**config.mk**
```make
export PLATFORM = sky130hd
export DESIGN_NAME = dmatrk_seq
export DESIGN_NICKNAME = d
export VERILOG_FILES = /design/src/rtl/dmatrk_pkg.sv /design/src/rtl/dmatrk_splitter.sv /design/src/rtl/dmatrk_entry.sv /design/src/rtl/dmatrk_seq.sv
export SDC_FILE = /design/constraint.sdc
export NUM_CORES = 1
export LEC_CHECK = 0
export ABC_AREA = 1
export ABC_CLOCK_PERIOD_IN_PS = 2900
export BUFFER_PORTS_ARGS = -buffer_cell sky130_fd_sc_hd__buf_2
export CAP_MARGIN = 0
export CORE_MARGIN = 5
export CORE_UTILIZATION = 25
export CTS_BUF_LIST = sky130_fd_sc_hd__clkbuf_4 sky130_fd_sc_hd__clkbuf_8
export DETAILED_ROUTE_END_ITERATION = 6
export GPL_ROUTABILITY_DRIVEN = 0
export PLACE_DENSITY = 0.49
export SLEW_MARGIN = 20
export SYNTH_ARGS = -nofsm -noshare
export SYNTH_HDL_FRONTEND = slang
export SYNTH_SLANG_ARGS = --single-unit
```
**constraint.sdc**
```tcl
create_clock -name clk -period 2.9 [get_ports clk]
set_clock_uncertainty 0.2 [all_clocks]
set_input_delay 0.29 -clock clk [delete_from_list [all_inputs] [get_ports clk]]
set_output_delay 0.29 -clock clk [all_outputs]
set_load 0.02 [all_outputs]
```
**src/rtl/dmatrk_pkg.sv**
```systemverilog
package dmatrk_pkg;
    typedef enum logic [2:0] {
        TS_IDLE,
        TS_RD_PEND,
        TS_OWN_PEND,
        TS_OWNED,
        TS_WB_PEND
    } trk_state_t;

    typedef enum logic {
        SP_IDLE,
        SP_EMIT
    } split_state_t;

    localparam logic [1:0] OP_RD  = 2'd0;
    localparam logic [1:0] OP_RFO = 2'd1;
    localparam logic [1:0] OP_WB  = 2'd2;

    localparam logic [1:0] RSP_DATA  = 2'd0;
    localparam logic [1:0] RSP_GRANT = 2'd1;
    localparam logic [1:0] RSP_CMP   = 2'd2;
endpackage

```
**src/rtl/dmatrk_splitter.sv**
```systemverilog
module dmatrk_splitter
    import dmatrk_pkg::*;
#(
    parameter int ADDR_W = 32,
    parameter int OFF_W  = 6,
    parameter int LEN_W  = 4,
    localparam int LINE_W = ADDR_W - OFF_W
) (
    input  logic              clk,
    input  logic              rst_n,
    input  logic              req_valid,
    input  logic              req_wr,
    input  logic [ADDR_W-1:0] req_addr,
    input  logic [LEN_W-1:0]  req_lines,
    output logic              req_ready,
    output logic              line_valid,
    output logic              line_wr,
    output logic [LINE_W-1:0] line_addr,
    input  logic              line_take
);
    split_state_t      sp_q;
    logic [LINE_W-1:0] cur_q;
    logic [LEN_W-1:0]  rem_q;
    logic              wr_q;

    always_ff @(posedge clk) begin
        if (!rst_n) begin
            sp_q  <= SP_IDLE;
            cur_q <= '0;
            rem_q <= '0;
            wr_q  <= 1'b0;
        end else begin
            unique case (sp_q)
                SP_IDLE: begin
                    if (req_valid && req_lines != '0) begin
                        cur_q <= req_addr[ADDR_W-1:OFF_W];
                        rem_q <= req_lines;
                        wr_q  <= req_wr;
                        sp_q  <= SP_EMIT;
                    end
                end
                SP_EMIT: begin
                    if (line_take) begin
                        cur_q <= cur_q + LINE_W'(1);
                        rem_q <= rem_q - LEN_W'(1);
                        if (rem_q == LEN_W'(1)) sp_q <= SP_IDLE;
                    end
                end
                default: sp_q <= SP_IDLE;
            endcase
        end
    end

    always_comb begin
        req_ready  = (sp_q == SP_IDLE);
        line_valid = (sp_q == SP_EMIT);
        line_wr    = wr_q;
        line_addr  = cur_q;
    end

    AST_TAKE_HAS_LINE: assert property (@(posedge clk) disable iff (!rst_n)
        line_take |-> line_valid);
    AST_LINE_STEP: assert property (@(posedge clk) disable iff (!rst_n)
        (line_take && rem_q > LEN_W'(1)) |=> (line_valid && line_addr == $past(line_addr) + LINE_W'(1)));
endmodule

```
**src/rtl/dmatrk_entry.sv**
```systemverilog
module dmatrk_entry
    import dmatrk_pkg::*;
#(
    parameter int LINE_W = 26
) (
    input  logic              clk,
    input  logic              rst_n,
    input  logic              alloc,
    input  logic              alloc_wr,
    input  logic [LINE_W-1:0] alloc_line,
    input  logic              rsp_data,
    input  logic              rsp_grant,
    input  logic              rsp_cmp,
    input  logic              snp_inv,
    input  logic              wb_go,
    input  logic              rerfo_go,
    output trk_state_t        state,
    output logic [LINE_W-1:0] line,
    output logic              lost
);
    trk_state_t        st_q, st_d;
    logic [LINE_W-1:0] line_q, line_d;
    logic              lost_q, lost_d;

    always_ff @(posedge clk) begin
        if (!rst_n) begin
            st_q   <= TS_IDLE;
            line_q <= '0;
            lost_q <= 1'b0;
        end else begin
            st_q   <= st_d;
            line_q <= line_d;
            lost_q <= lost_d;
        end
    end

    always_comb begin
        st_d   = st_q;
        line_d = line_q;
        lost_d = lost_q;
        unique case (st_q)
            TS_IDLE: begin
                if (alloc) begin
                    st_d   = alloc_wr ? TS_OWN_PEND : TS_RD_PEND;
                    line_d = alloc_line;
                    lost_d = 1'b0;
                end
            end
            TS_RD_PEND: begin
                if (rsp_data) st_d = TS_IDLE;
            end
            TS_OWN_PEND: begin
                if (rerfo_go)                 lost_d = 1'b0;
                else if (rsp_grant && !lost_q) st_d  = TS_OWNED;
            end
            TS_OWNED: begin
                if (snp_inv) begin
                    st_d   = TS_OWN_PEND;
                    lost_d = 1'b1;
                end else if (wb_go) begin
                    st_d = TS_WB_PEND;
                end
            end
            TS_WB_PEND: begin
                if (rsp_cmp) st_d = TS_IDLE;
            end
            default: st_d = TS_IDLE;
        endcase
    end

    always_comb begin
        state = st_q;
        line  = line_q;
        lost  = lost_q;
    end

    AST_ALLOC_ONLY_IDLE: assert property (@(posedge clk) disable iff (!rst_n)
        alloc |-> st_q == TS_IDLE);
    AST_WB_ONLY_OWNED: assert property (@(posedge clk) disable iff (!rst_n)
        wb_go |-> (st_q == TS_OWNED && !snp_inv));
    AST_LOST_IN_PEND: assert property (@(posedge clk) disable iff (!rst_n)
        lost_q |-> st_q == TS_OWN_PEND);
    AST_RD_RELEASE: assert property (@(posedge clk) disable iff (!rst_n)
        (st_q == TS_RD_PEND && rsp_data) |=> st_q == TS_IDLE);
    AST_WB_HOLD: assert property (@(posedge clk) disable iff (!rst_n)
        (st_q == TS_WB_PEND && !rsp_cmp) |=> st_q == TS_WB_PEND);
endmodule

```
**src/rtl/dmatrk_seq.sv**
```systemverilog
module dmatrk_seq
    import dmatrk_pkg::*;
#(
    parameter int ADDR_W     = 32,
    parameter int LINE_BYTES = 64,
    parameter int NTRK       = 8,
    parameter int LEN_W      = 4,
    localparam int OFF_W  = $clog2(LINE_BYTES),
    localparam int LINE_W = ADDR_W - OFF_W,
    localparam int TAG_W  = $clog2(NTRK)
) (
    input  logic              clk,
    input  logic              rst_n,
    input  logic              req_valid,
    output logic              req_ready,
    input  logic              req_wr,
    input  logic [ADDR_W-1:0] req_addr,
    input  logic [LEN_W-1:0]  req_lines,
    output logic              hreq_valid,
    output logic [1:0]        hreq_op,
    output logic [TAG_W-1:0]  hreq_tag,
    output logic [LINE_W-1:0] hreq_line,
    input  logic              hrsp_valid,
    input  logic [1:0]        hrsp_op,
    input  logic [TAG_W-1:0]  hrsp_tag,
    input  logic              snp_inv_valid,
    input  logic [TAG_W-1:0]  snp_inv_tag,
    input  logic              pq_head_valid,
    input  logic [TAG_W-1:0]  pq_head_tag,
    output logic              pq_pop
);
    logic              sp_valid, sp_wr, sp_take;
    logic [LINE_W-1:0] sp_line;

    dmatrk_splitter #(.ADDR_W(ADDR_W), .OFF_W(OFF_W), .LEN_W(LEN_W)) u_split (
        .clk(clk), .rst_n(rst_n),
        .req_valid(req_valid), .req_wr(req_wr), .req_addr(req_addr),
        .req_lines(req_lines), .req_ready(req_ready),
        .line_valid(sp_valid), .line_wr(sp_wr), .line_addr(sp_line),
        .line_take(sp_take)
    );

    trk_state_t        st   [NTRK];
    logic [LINE_W-1:0] tline[NTRK];
    logic [NTRK-1:0]   tlost;
    logic [NTRK-1:0]   alloc_vec, wb_vec, rerfo_vec;

    logic             free_any, conflict, head_wb, head_rerfo, new_go;
    logic [TAG_W-1:0] free_tag;

    genvar gi;
    generate
        for (gi = 0; gi < NTRK; gi++) begin : g_trk
            logic hit;
            assign hit = hrsp_valid && hrsp_tag == TAG_W'(gi);
            dmatrk_entry #(.LINE_W(LINE_W)) u_ent (
                .clk(clk), .rst_n(rst_n),
                .alloc(alloc_vec[gi]), .alloc_wr(sp_wr), .alloc_line(sp_line),
                .rsp_data(hit && hrsp_op == RSP_DATA),
                .rsp_grant(hit && hrsp_op == RSP_GRANT),
                .rsp_cmp(hit && hrsp_op == RSP_CMP),
                .snp_inv(snp_inv_valid && snp_inv_tag == TAG_W'(gi)),
                .wb_go(wb_vec[gi]), .rerfo_go(rerfo_vec[gi]),
                .state(st[gi]), .line(tline[gi]), .lost(tlost[gi])
            );
        end
    endgenerate

    // lowest-numbered idle tracker and line conflict search
    always_comb begin
        free_any = 1'b0;
        free_tag = '0;
        conflict = 1'b0;
        for (int i = NTRK - 1; i >= 0; i--) begin
            if (st[i] == TS_IDLE) begin
                free_any = 1'b1;
                free_tag = TAG_W'(i);
            end else if (tline[i] == sp_line) begin
                conflict = 1'b1;
            end
        end
    end

    // posted-head actions have priority on the home port
    always_comb begin
        head_wb    = pq_head_valid && st[pq_head_tag] == TS_OWNED &&
                     !(snp_inv_valid && snp_inv_tag == pq_head_tag);
        head_rerfo = pq_head_valid && st[pq_head_tag] == TS_OWN_PEND &&
                     tlost[pq_head_tag];
        new_go     = sp_valid && !head_wb && !head_rerfo && free_any && !conflict;
        sp_take    = new_go;
        for (int i = 0; i < NTRK; i++) begin
            alloc_vec[i] = new_go && free_tag == TAG_W'(i);
            wb_vec[i]    = head_wb && pq_head_tag == TAG_W'(i);
            rerfo_vec[i] = head_rerfo && pq_head_tag == TAG_W'(i);
        end
    end

    always_comb begin
        hreq_valid = head_wb || head_rerfo || new_go;
        hreq_op    = OP_RD;
        hreq_tag   = free_tag;
        hreq_line  = sp_line;
        pq_pop     = head_wb;
        if (head_wb || head_rerfo) begin
            hreq_op   = head_wb ? OP_WB : OP_RFO;
            hreq_tag  = pq_head_tag;
            hreq_line = tline[pq_head_tag];
        end else if (new_go) begin
            hreq_op = sp_wr ? OP_RFO : OP_RD;
        end
    end

    AST_ONE_ALLOC: assert property (@(posedge clk) disable iff (!rst_n)
        $onehot0(alloc_vec));
    AST_POP_WITH_WB: assert property (@(posedge clk) disable iff (!rst_n)
        pq_pop |-> (hreq_valid && hreq_op == OP_WB && hreq_tag == pq_head_tag));
    AST_HEAD_FIRST: assert property (@(posedge clk) disable iff (!rst_n)
        (sp_take && pq_head_valid) |-> !(rerfo_vec[pq_head_tag] || wb_vec[pq_head_tag]));
endmodule

```
# Word-level counts from Yosys, hierarchy flattened
# Index checks and enable logic that the tools add are counted.
# Widths: inputs -> output; s select.
word_totals:
  input_bits: 54
  ff_bits: 272
  elab_cells: 471
  output_inout_bits: 34
op_classes:
  bitwise: 2
  n_addsub: 2
  n_reduce_logical: 144
  n_lt_le_gt_ge: 2
  eq_ne: 140
  mux: 153
op_table:
  columns: ["cell", "count"]
  rows:
  - ["$eq 26x26->1", 8]
  - ["$mux 3", 67]
  - ["$mux 26", 5]
  - ["$pmux 3 s5", 8]
  - ["$ne 2x1->1 const B", 49]
  - ["$logic_and 1x1->1", 82]
  - ["$bmux 26 s3", 1]
  - ["$eq 3x2->1 const B", 26]
  - ["$eq 3x3->1 const B", 24]
  - ["$mux 1", 54]
  - ["$pmux 26 s2", 1]
  - ["$reduce_and 6->1", 8]
  - ["$eq 3x1->1 const B", 12]
  - ["$logic_not 3->1", 12]
  - ["$reduce_and 4->1", 8]
  - ["$add 26x1->26 const B", 1]
  - ["$ne 3x1->1 const B", 8]
  - ["$pmux 1 s3", 8]
  - ["$reduce_bool 3->1", 8]
  - ["$reduce_and 2->1", 10]
  - ["$ne 2x2->1 const B", 9]
  - ["$logic_not 1->1", 12]
  - ["$bmux 3 s3", 1]
  - ["$mux 4", 2]
  - ["16 further kinds", 19]

# Longest topological paths before layout
# Gate-level depths: netlist of run 1.
depth:
  depth_word: 22
  depth_mapped: 18
  mapped_depth_nobuf: 18

# By module
# Synthesis of run 1 repeated with hierarchy kept, for this count alone.
unflattened:
  hier_cells: 2888
  hier_area_um2: 17877.1
by_module_without_submodules:
  columns: ["module", "area_per_inst_um2", "seq_area_each_um2", "cells_each", "instances"]
  rows:
  - ["dmatrk_entry", 1233.7, 600.6, 170, 8]
  - ["dmatrk_seq", 5763.0, 0.0, 1164, 1]
  - ["dmatrk_splitter", 2244.7, 640.6, 364, 1]

# Worst setup path after synthesis of run 1
# No wires, ideal clock.
synth_path:
  kind: "input to output"
  startpoint: "in pq_head_tag[0]"
  endpoint: "out hreq_line[22]"
  path_slack_ps: 56
  t_required_ps: 2410
  stages: 15
  n_path_buf: 4
  t_arrival_ps: 2354
  cell_sequence: "buf_4 -> nand2_1 -> buf_4 -> nor2_1 -> a21oi_1 -> nand3_1 -> nand2_1 -> nand2_2 -> nor2_8 -> nor2_8 -> buf_6 -> inv_2 -> buf_2 -> nor2_1 -> a31oi_1"
synth_via:
  elab_chain_len: 9
  elab_cells_between_ends: 20
  classes_between: "eq/ne: 3; mux: 9; bitwise: 1; reduce/logical: 7"
synth_rtl:
  columns: ["item", "line", "text"]
  rows:
  - ["start, declared", "dmatrk_seq.sv:29", "input logic [TAG_W-1:0] pq_head_tag,"]
  - ["$not 3->4 (implied by the code)", "dmatrk_seq.sv:86", "head_wb = pq_head_valid && st[pq_head_tag] == TS_OWNED &&"]
  - ["$bmux 3 s3", "dmatrk_seq.sv:86", null]
  - ["$mux 3 (implied by the code) (2 in a row)", "dmatrk_seq.sv:86", null]
  - ["$eq 3x2->1", "dmatrk_seq.sv:86", null]
  - ["$logic_and 1x1->1", "dmatrk_seq.sv:86", null]
  - ["$logic_and 1x1->1 *", "dmatrk_seq.sv:86", null]
  - ["named net pq_pop", "dmatrk_seq.sv:30", "output logic pq_pop"]
  - ["$logic_or 1x1->1 *", "dmatrk_seq.sv:105", "if (head_wb || head_rerfo) begin"]
  - ["$mux 26 *", "dmatrk_seq.sv:105", null]
  - ["end, declared", "dmatrk_seq.sv:22", "output logic [LINE_W-1:0] hreq_line,"]
# The timed path passes the listed nets; every way through them passes the cells marked *. The select of a mux whose other input is x is not followed.

# Worst setup path after layout of run 1
layout_path:
  startpoint: "reg g_trk[6].u_ent.st_q[0]"
  endpoint: "out hreq_tag[0]"
layout_via:
  elab_chain_len: 9
  elab_cells_between_ends: 19
  classes_between: "eq/ne: 2; mux: 11; reduce/logical: 6"
layout_rtl:
  columns: ["item", "line", "text"]
  rows:
  - ["start, declared", "dmatrk_entry.sv:21", "trk_state_t st_q, st_d;"]
  - ["start signal, assigned", "dmatrk_entry.sv:31", "st_q <= st_d;"]
  - ["$logic_not 3->1", "dmatrk_seq.sv:75", "if (st[i] == TS_IDLE) begin"]
  - ["$mux 3 (7 in a row)", "dmatrk_seq.sv:75", null]
  - ["$mux 3 *", "dmatrk_seq.sv:105", null]
  - ["end, declared", "dmatrk_seq.sv:21", "output logic [TAG_W-1:0] hreq_tag,"]
# Mark *: on every way between the ends. The rest lies on a longest branch, timed or not. The select of a mux whose other input is x is not followed.

==> run metrics, run 1 <==
status=finished, violations left; failing checks=negative setup slack; WS Path Type=register to primary output; CTS tree=done; first-pass GRT wire length=99.3 mm; Yosys reg bits=272; clock sinks=272; Synthesis Warnings=0; Starting DRT DRC Count=1373; combinational share of power=0.402; syn avg cell area=6.29 µm²; Die W=269 µm; multi-input logic area=0.00984 mm²; Post-DP HPWL=43.8 mm; Starting Density=0.253; drt via density=4.74; WHS=0.0576 ns; post-route setup slack=-0.168 ns; unrepaired setup endpoints after global routing=yes; H-tree levels=2; core box area=0.0661 mm²; Primary FF master, synth=dfxtp_1; Routed Antenna Nets=0; Peak VDD IR=0.320 mV; initial antenna violation count=1; placed instance area=0.0190 mm²; adder-cell share of the synthesized area=0.00224; die area=0.0722 mm²; Synth Area in Simple Gates=0.256; DR pass1 iterations=5; crit-path max FO=5; Worst Path Arrival=2.58 ns; fin crit share=1.06; Post-Place Cells=3580; most common cell after layout, fill and taps aside=nand2_1; Crit Reg-Reg Endpoint=g_trk[4].u_ent.line[2]; # DRC=0; syn nets=2714; Seq. cell area=0.00551 mm²; Net Switching=5.88 mW; setup tns final=-2.45 ns; Critical Path End=hreq_tag[0]; Max Transition Viols Final=0; Max clock buf depth=3; fin cells=3755; Total Nets Final=2910; Pwr Density=675 mW/mm²; Syn Inst Count=2657; Sw Share=0.397; Peak Freq=326 MHz; Hold Crit Class=primary input to register; clk_lat worst skew=0.68 ns; Post-synth EDFFs=0; Reg clk slew, reported paths=0.06 ns; CTS buffer count=53; standard-cell rows=94; type of origin of the critical path=register; compound-gate portion of the synthesized area=0.238; Util after Layout=0.332; Reg2Reg Depth=16; most frequent cells in the layout=nand2_1, inv_1, a21oi_1; CP endpoint kind=primary output; actual slew at the worst max-slew pin=0.802 ns; Boundary Pins=88; vias in the first global route=16738; Tmin final=3.07 ns; Seq pwr share=0.304; mux share of post-synthesis cell area=0.00479; Die Height=269 µm; Slew Limit Headroom=0.465; worst setup path start=g_trk[6].u_ent.state[0]; final WL=66.0 mm; Synth cell types=42; global route overflow=0; static leakage=8.61 nW; largest net degree at the start of global routing=126; Max-cap violations=0; Pint=8.92 mW; main combinational cell family by area after synthesis=simple AND/OR/NAND/NOR gates; Routed wire per std cell=17.6 µm; post-route cell area=0.0219 mm²; Critical Path RT=2.41 ns; Clock Power Share=0.294; r2r startpoint=u_split.line_addr[9]; clk root buf=clkbuf_8; filler instances=7181; share of post-route cells with drive strength above 1=0.197; post-synthesis sequential area ratio=0.326; register-to-register setup slack=0.11 ns; GRT Util Overall=0.175; total number of vias=17795; Setup violations, final=28; Async SR Flop Fraction=0; Area Overhead vs Synth=31.1%; port bufs=81; Final Hold Fails=0; Mapped Area=0.0167 mm²; xor/xnor share of the synthesized area=0.0492
-- worst max-delay path: stages, from the launching register on --
cell	delay [ns]
dfxtp_2	0.33
buf_6	0.11
a21oi_2	0.14
nand2_1	0.08
nand2_2	0.10
nand2_2	0.06
nand2_2	0.10
nor2_8	0.05
nor2_8	0.16
inv_8	0.06
buf_8	0.14
buf_4	0.13
buf_6	0.12
o21ai_4	0.19
buf_6	0.15
-- power by group through the flow --
stage	Clock, mW	Sequential [mW]	Combinational [mW]
after floorplan	0	4.45	3.38
after global placement	0	4.52	5.25
after detailed placement	0	4.52	5.24
after CTS	4.48	4.48	5.80
after global routing	4.61	4.55	6.58
final	4.35	4.50	5.96
-- stage by stage --
step | worst slack (ns) | total power, mW
floorplan | 0.0562 | 7.83
global route | -0.290 | 15.7
finish | -0.168 | 14.8
global placement | 0.0194 | 9.77
CTS | -0.213 | 14.8
detailed placement | 0.00836 | 9.76
-- synthesized netlist by cell type, drive strengths merged, types with 7 or more instances --
| master | count | share of area |
|---|---|---|
| nor2 | 288 | 0.069 |
| o22ai | 111 | 0.042 |
| buf | 71 | 0.025 |
| a31oi | 32 | 0.012 |
| xor2 | 24 | 0.013 |
| clkinv | 7 | 0.0016 |
| nand2 | 581 | 0.13 |
| nor3 | 21 | 0.0069 |
| xnor2 | 70 | 0.037 |
| inv | 327 | 0.073 |
| nand4 | 55 | 0.026 |
| clkbuf | 102 | 0.023 |
| mux2i | 8 | 0.0048 |
| nand3 | 72 | 0.022 |
| dfxtp | 272 | 0.33 |
| o21ai | 321 | 0.096 |
| a21oi | 274 | 0.082 |
-- flip-flops by register name, indices dropped and copies added (netlist names) --
name and flops:
g_trk.u_ent.line 208, u_split.line_addr 26, g_trk.u_ent.state 24, g_trk.u_ent.lost 8, u_split.rem_q 4, u_split.line_valid 1
u_split.line_wr 1
-- routing by layer --
metal / routed length, µm / part of all wire / track usage
met1: 30500 / 0.46 / 0.244
met2: 29900 / 0.45 / 0.279
met3: 3230 / 0.049 / 0.0241
met4: 2370 / 0.036 / 0.0627
met5: 0 / 0 / 0
-- how the worst min path moves through the flow --
stage	from	to	slack [ns]	depth (start not counted)
floorplan	req_addr[15]	u_split.line_addr[9]	0.24	2
global placement	g_trk[0].u_ent.lost	g_trk[0].u_ent.lost	0.27	2
detailed placement	g_trk[7].u_ent.lost	g_trk[7].u_ent.lost	0.27	2
CTS	hrsp_op[1]	g_trk[0].u_ent.state[2]	0.004	6
global route	hrsp_op[1]	g_trk[1].u_ent.state[2]	0.07	6
finish	hrsp_op[1]	g_trk[0].u_ent.state[2]	0.06	6
-- kinds of logic (layout without fill, tap and decap cells) --
logic type | Yosys count | count (layout)
DFF | 272 | 272
xor gates and xnor gates | 94 | 94
other | 0 | 1
muxes | 8 | 8
buffers and inverters | 507 | 740
and+or+nand+nor | 1021 | 1021
adders and majority gates | 3 | 3
AOI/OAI and AO/OA | 752 | 752
-- final cells by class --
class | instances | area share
multi-input combinational | 1878 | 0.449
sequential | 272 | 0.251
timing repair buffer | 314 | 0.139
inverter | 334 | 0.0588
clock buffer | 88 | 0.0495
tap | 864 | 0.0493
clock inverter | 4 | 0.00320
antenna | 1 | 0.000114
-- repair_timing --
| item | in CTS | in global routing |
|---|---|---|
| setup buffers | 31 | 9 |
| hold buffers | 41 | 0 |
| resized for setup | 228 | 78 |
| setup endpoints to repair | 31 | 136 |
| pin swaps | 36 | 18 |
| cloned | 3 | 2 |
| hold endpoints to repair | 57 | 0 |
(Power assumes the default switching activity.)
==> inputs of run 2 (changes only) <==
CORE_ASPECT_RATIO = 1.2   (was default)
==> run 2 against run 1 <==
  * The run still ends with negative setup slack left
  * Via count is 1.1% higher
  * Count of clock-buffer cells in the layout is 2 lower
  * Combinational power is 1% higher
  * Register-to-register slack better by 0.04 ns
  * Sequential cell count stayed put
  * Fmax is 1.6% higher
  * Routed wire length is 2.3% higher
  * Clock power is 3% lower
  * Sequential power hardly changed
  * Sequential share of layout area is 0.35 points lower
  * Final cell count is 1.4% higher
  * Cell area is 1.8% higher
  * Largest cell class unchanged
==> run metrics, run 2 (same netlist as run 1, synthesis figures left out) <==
status=finished, violations left; failing checks=negative setup slack; drt via density=4.72 (-0.32%); largest net degree at the start of global routing=83 (-34%); Routed Antenna Nets=0 (unchanged); static leakage=8.74 nW (+1.5%); Max clock buf depth=3 (unchanged); Peak VDD IR=0.257 mV (-19%); DR pass1 iterations=7 (+2); Post-Place Cells=3629 (+1.4%); Pwr Density=662 mW/mm² (-1.9%); Starting Density=0.251 (-0.00248); Critical Path RT=2.41 ns (about the same); share of post-route cells with drive strength above 1=0.213 (+0.0166); Util after Layout=0.334 (+0.00255); standard-cell rows=104 (+11%); Boundary Pins=88 (unchanged); vias in the first global route=16866 (+0.76%); max FFs per register=208 (unchanged); Die Height=293 µm (+9.2%); Routed wire per std cell=17.7 µm (+0.86%); Worst Path Arrival=2.53 ns (-0.05 ns); fin crit share=1.04 (-0.0167); Starting DRT DRC Count=1157 (-16%); Die W=246 µm (-8.4%); clock sinks=272 (unchanged); Final Hold Fails=0 (unchanged); total number of vias=17984 (+1.1%); post-route cell area=0.0223 mm² (+1.8%); M2 GR Usage=0.307 (+0.0285); clk_lat worst skew=0.65 ns (-0.03 ns); initial antenna violation count=1 (unchanged); core box area=0.0668 mm² (+0.99%); Slew Limit Headroom=0.543 (+0.0782); Peak Freq=331 MHz (+1.6%); unrepaired setup endpoints after global routing=yes; CTS buffer count=52 (-1.9%); crit-path max FO=8 (+3); clk root buf=clkbuf_8; GRT Util Overall=0.178 (+0.00251); Tmin final=3.02 ns (-0.0485 ns); post-route setup slack=-0.120 ns (+0.0485 ns); # DRC=0 (unchanged); met3 Resource Use GR=0.0236 (-0.000527); global route overflow=0 (unchanged); Total Nets Final=2923 (+0.45%); port bufs=81 (unchanged); die area=0.0722 mm² (about the same); most frequent cells in the layout=nand2_1, inv_1, a21oi_1; most common cell after layout, fill and taps aside=nand2_1; Reg clk slew, reported paths=0.06 ns (about the same); placed instance area=0.0190 mm² (+0.32%); WHS=0.0608 ns (+0.00316 ns); CTS tree=done; pre-CTS setup slack=-0.0896 ns (-0.0979 ns); type of origin of the critical path=register; fin cells=3807 (+1.4%); Setup violations, final=29 (+3.6%); Area Overhead vs Synth=33.4%; WS Path Type=register to primary output; final WL=67.4 mm (+2.3%); grt peak-use layer=met2; actual slew at the worst max-slew pin=0.684 ns (-0.117 ns); first-pass GRT wire length=101 mm (+1.3%); H-tree levels=2 (unchanged); CP endpoint kind=primary output; Hold Crit Class=primary input to register; Post-DP HPWL=45.3 mm (+3.6%); met1 usage=0.231 (-0.0127); Max-cap violations=0 (unchanged); Max Transition Viols Final=0 (unchanged)
run 2: changes by cell type in the layout (fill, tap and decap cells not counted), sizes merged:
cell         change
bufinv           +1
dlygate4sd3      -3
diode            +1
buf             +16
inv              +2
clkbuf           -1
bufbuf           -1
run 2: area by class of cell:
type	instances	area (µm²)
clock inverters	6	86.3
multi-input cells	1878	10100
inverters	334	1290
repair inverters	1	16.3
flip-flops and latches	272	5530
fillers	7315	44400
clock buffers	86	1030
well taps	901	1130
diodes	2	5.00
repair buffers	327	3180
run 2: metrics by stage:
step | power (mW) | TNS (ns)
3_3_place_gp | 9.73 | -0.810
2_1_floorplan | 7.83 | 0
4_1_cts | 14.5 | -4.22
6_report | 14.8 | -1.75
3_5_place_dp | 9.72 | -0.585
5_1_grt | 15.7 | -5.14
run 2: worst paths after layout:
| check | depth (start not counted) | endpoint | startpoint | slack [ns] |
|---|---|---|---|---|
| hold reg to reg | 2 | g_trk[6].u_ent.lost | g_trk[6].u_ent.lost | 0.27 |
| setup / recovery | 15 | hreq_line[13] | g_trk[3].u_ent.state[0] | -0.12 |
| setup reg to reg | 18 | g_trk[4].u_ent.line[2] | u_split.line_addr[21] | 0.15 |
| hold / removal | 5 | g_trk[1].u_ent.state[2] | pq_head_tag[1] | 0.06 |
run 2: timing repair:
| action | 4_1_cts | 5_1_grt |
|---|---|---|
| cloned | 6 | 4 |
| resized for setup | 226 | 152 |
| pin swaps | 23 | 36 |
| setup buffers | 18 | 25 |
| hold buffers | 38 | 0 |
| hold endpoints to repair | 81 | 0 |
| endpoints found under the setup margin | 31 | 56 |
run 2: where the power goes:
group,switching (mW),internal [mW],total [mW]
Combinational,3.69,2.35,6.03
Clock,1.81,2.40,4.21
Sequential,0.342,4.19,4.53
run 2: worst max-delay path, cell delays in order (launching register included):
cell and delay, ns:
dfxtp_2 0.35, inv_2 0.07, nor2_1 0.06, a21oi_2 0.12
nand2_1 0.08, nand2_2 0.09, nand2_2 0.07, nand2_4 0.08
nor2_8 0.04, nor2_8 0.19, clkinv_8 0.13, buf_12 0.18
buf_6 0.13, nor2_2 0.09, a31oi_2 0.04, buf_4 0.17
run 2: metal layers:
| metal | vias to the layer above | routed length, µm |
|---|---|---|
| li1 | 9143 | - |
| met1 | 8373 | 29600 |
| met2 | 358 | 32900 |
| met3 | 110 | 2920 |
| met4 | 0 | 1990 |
| met5 | - | 0 |
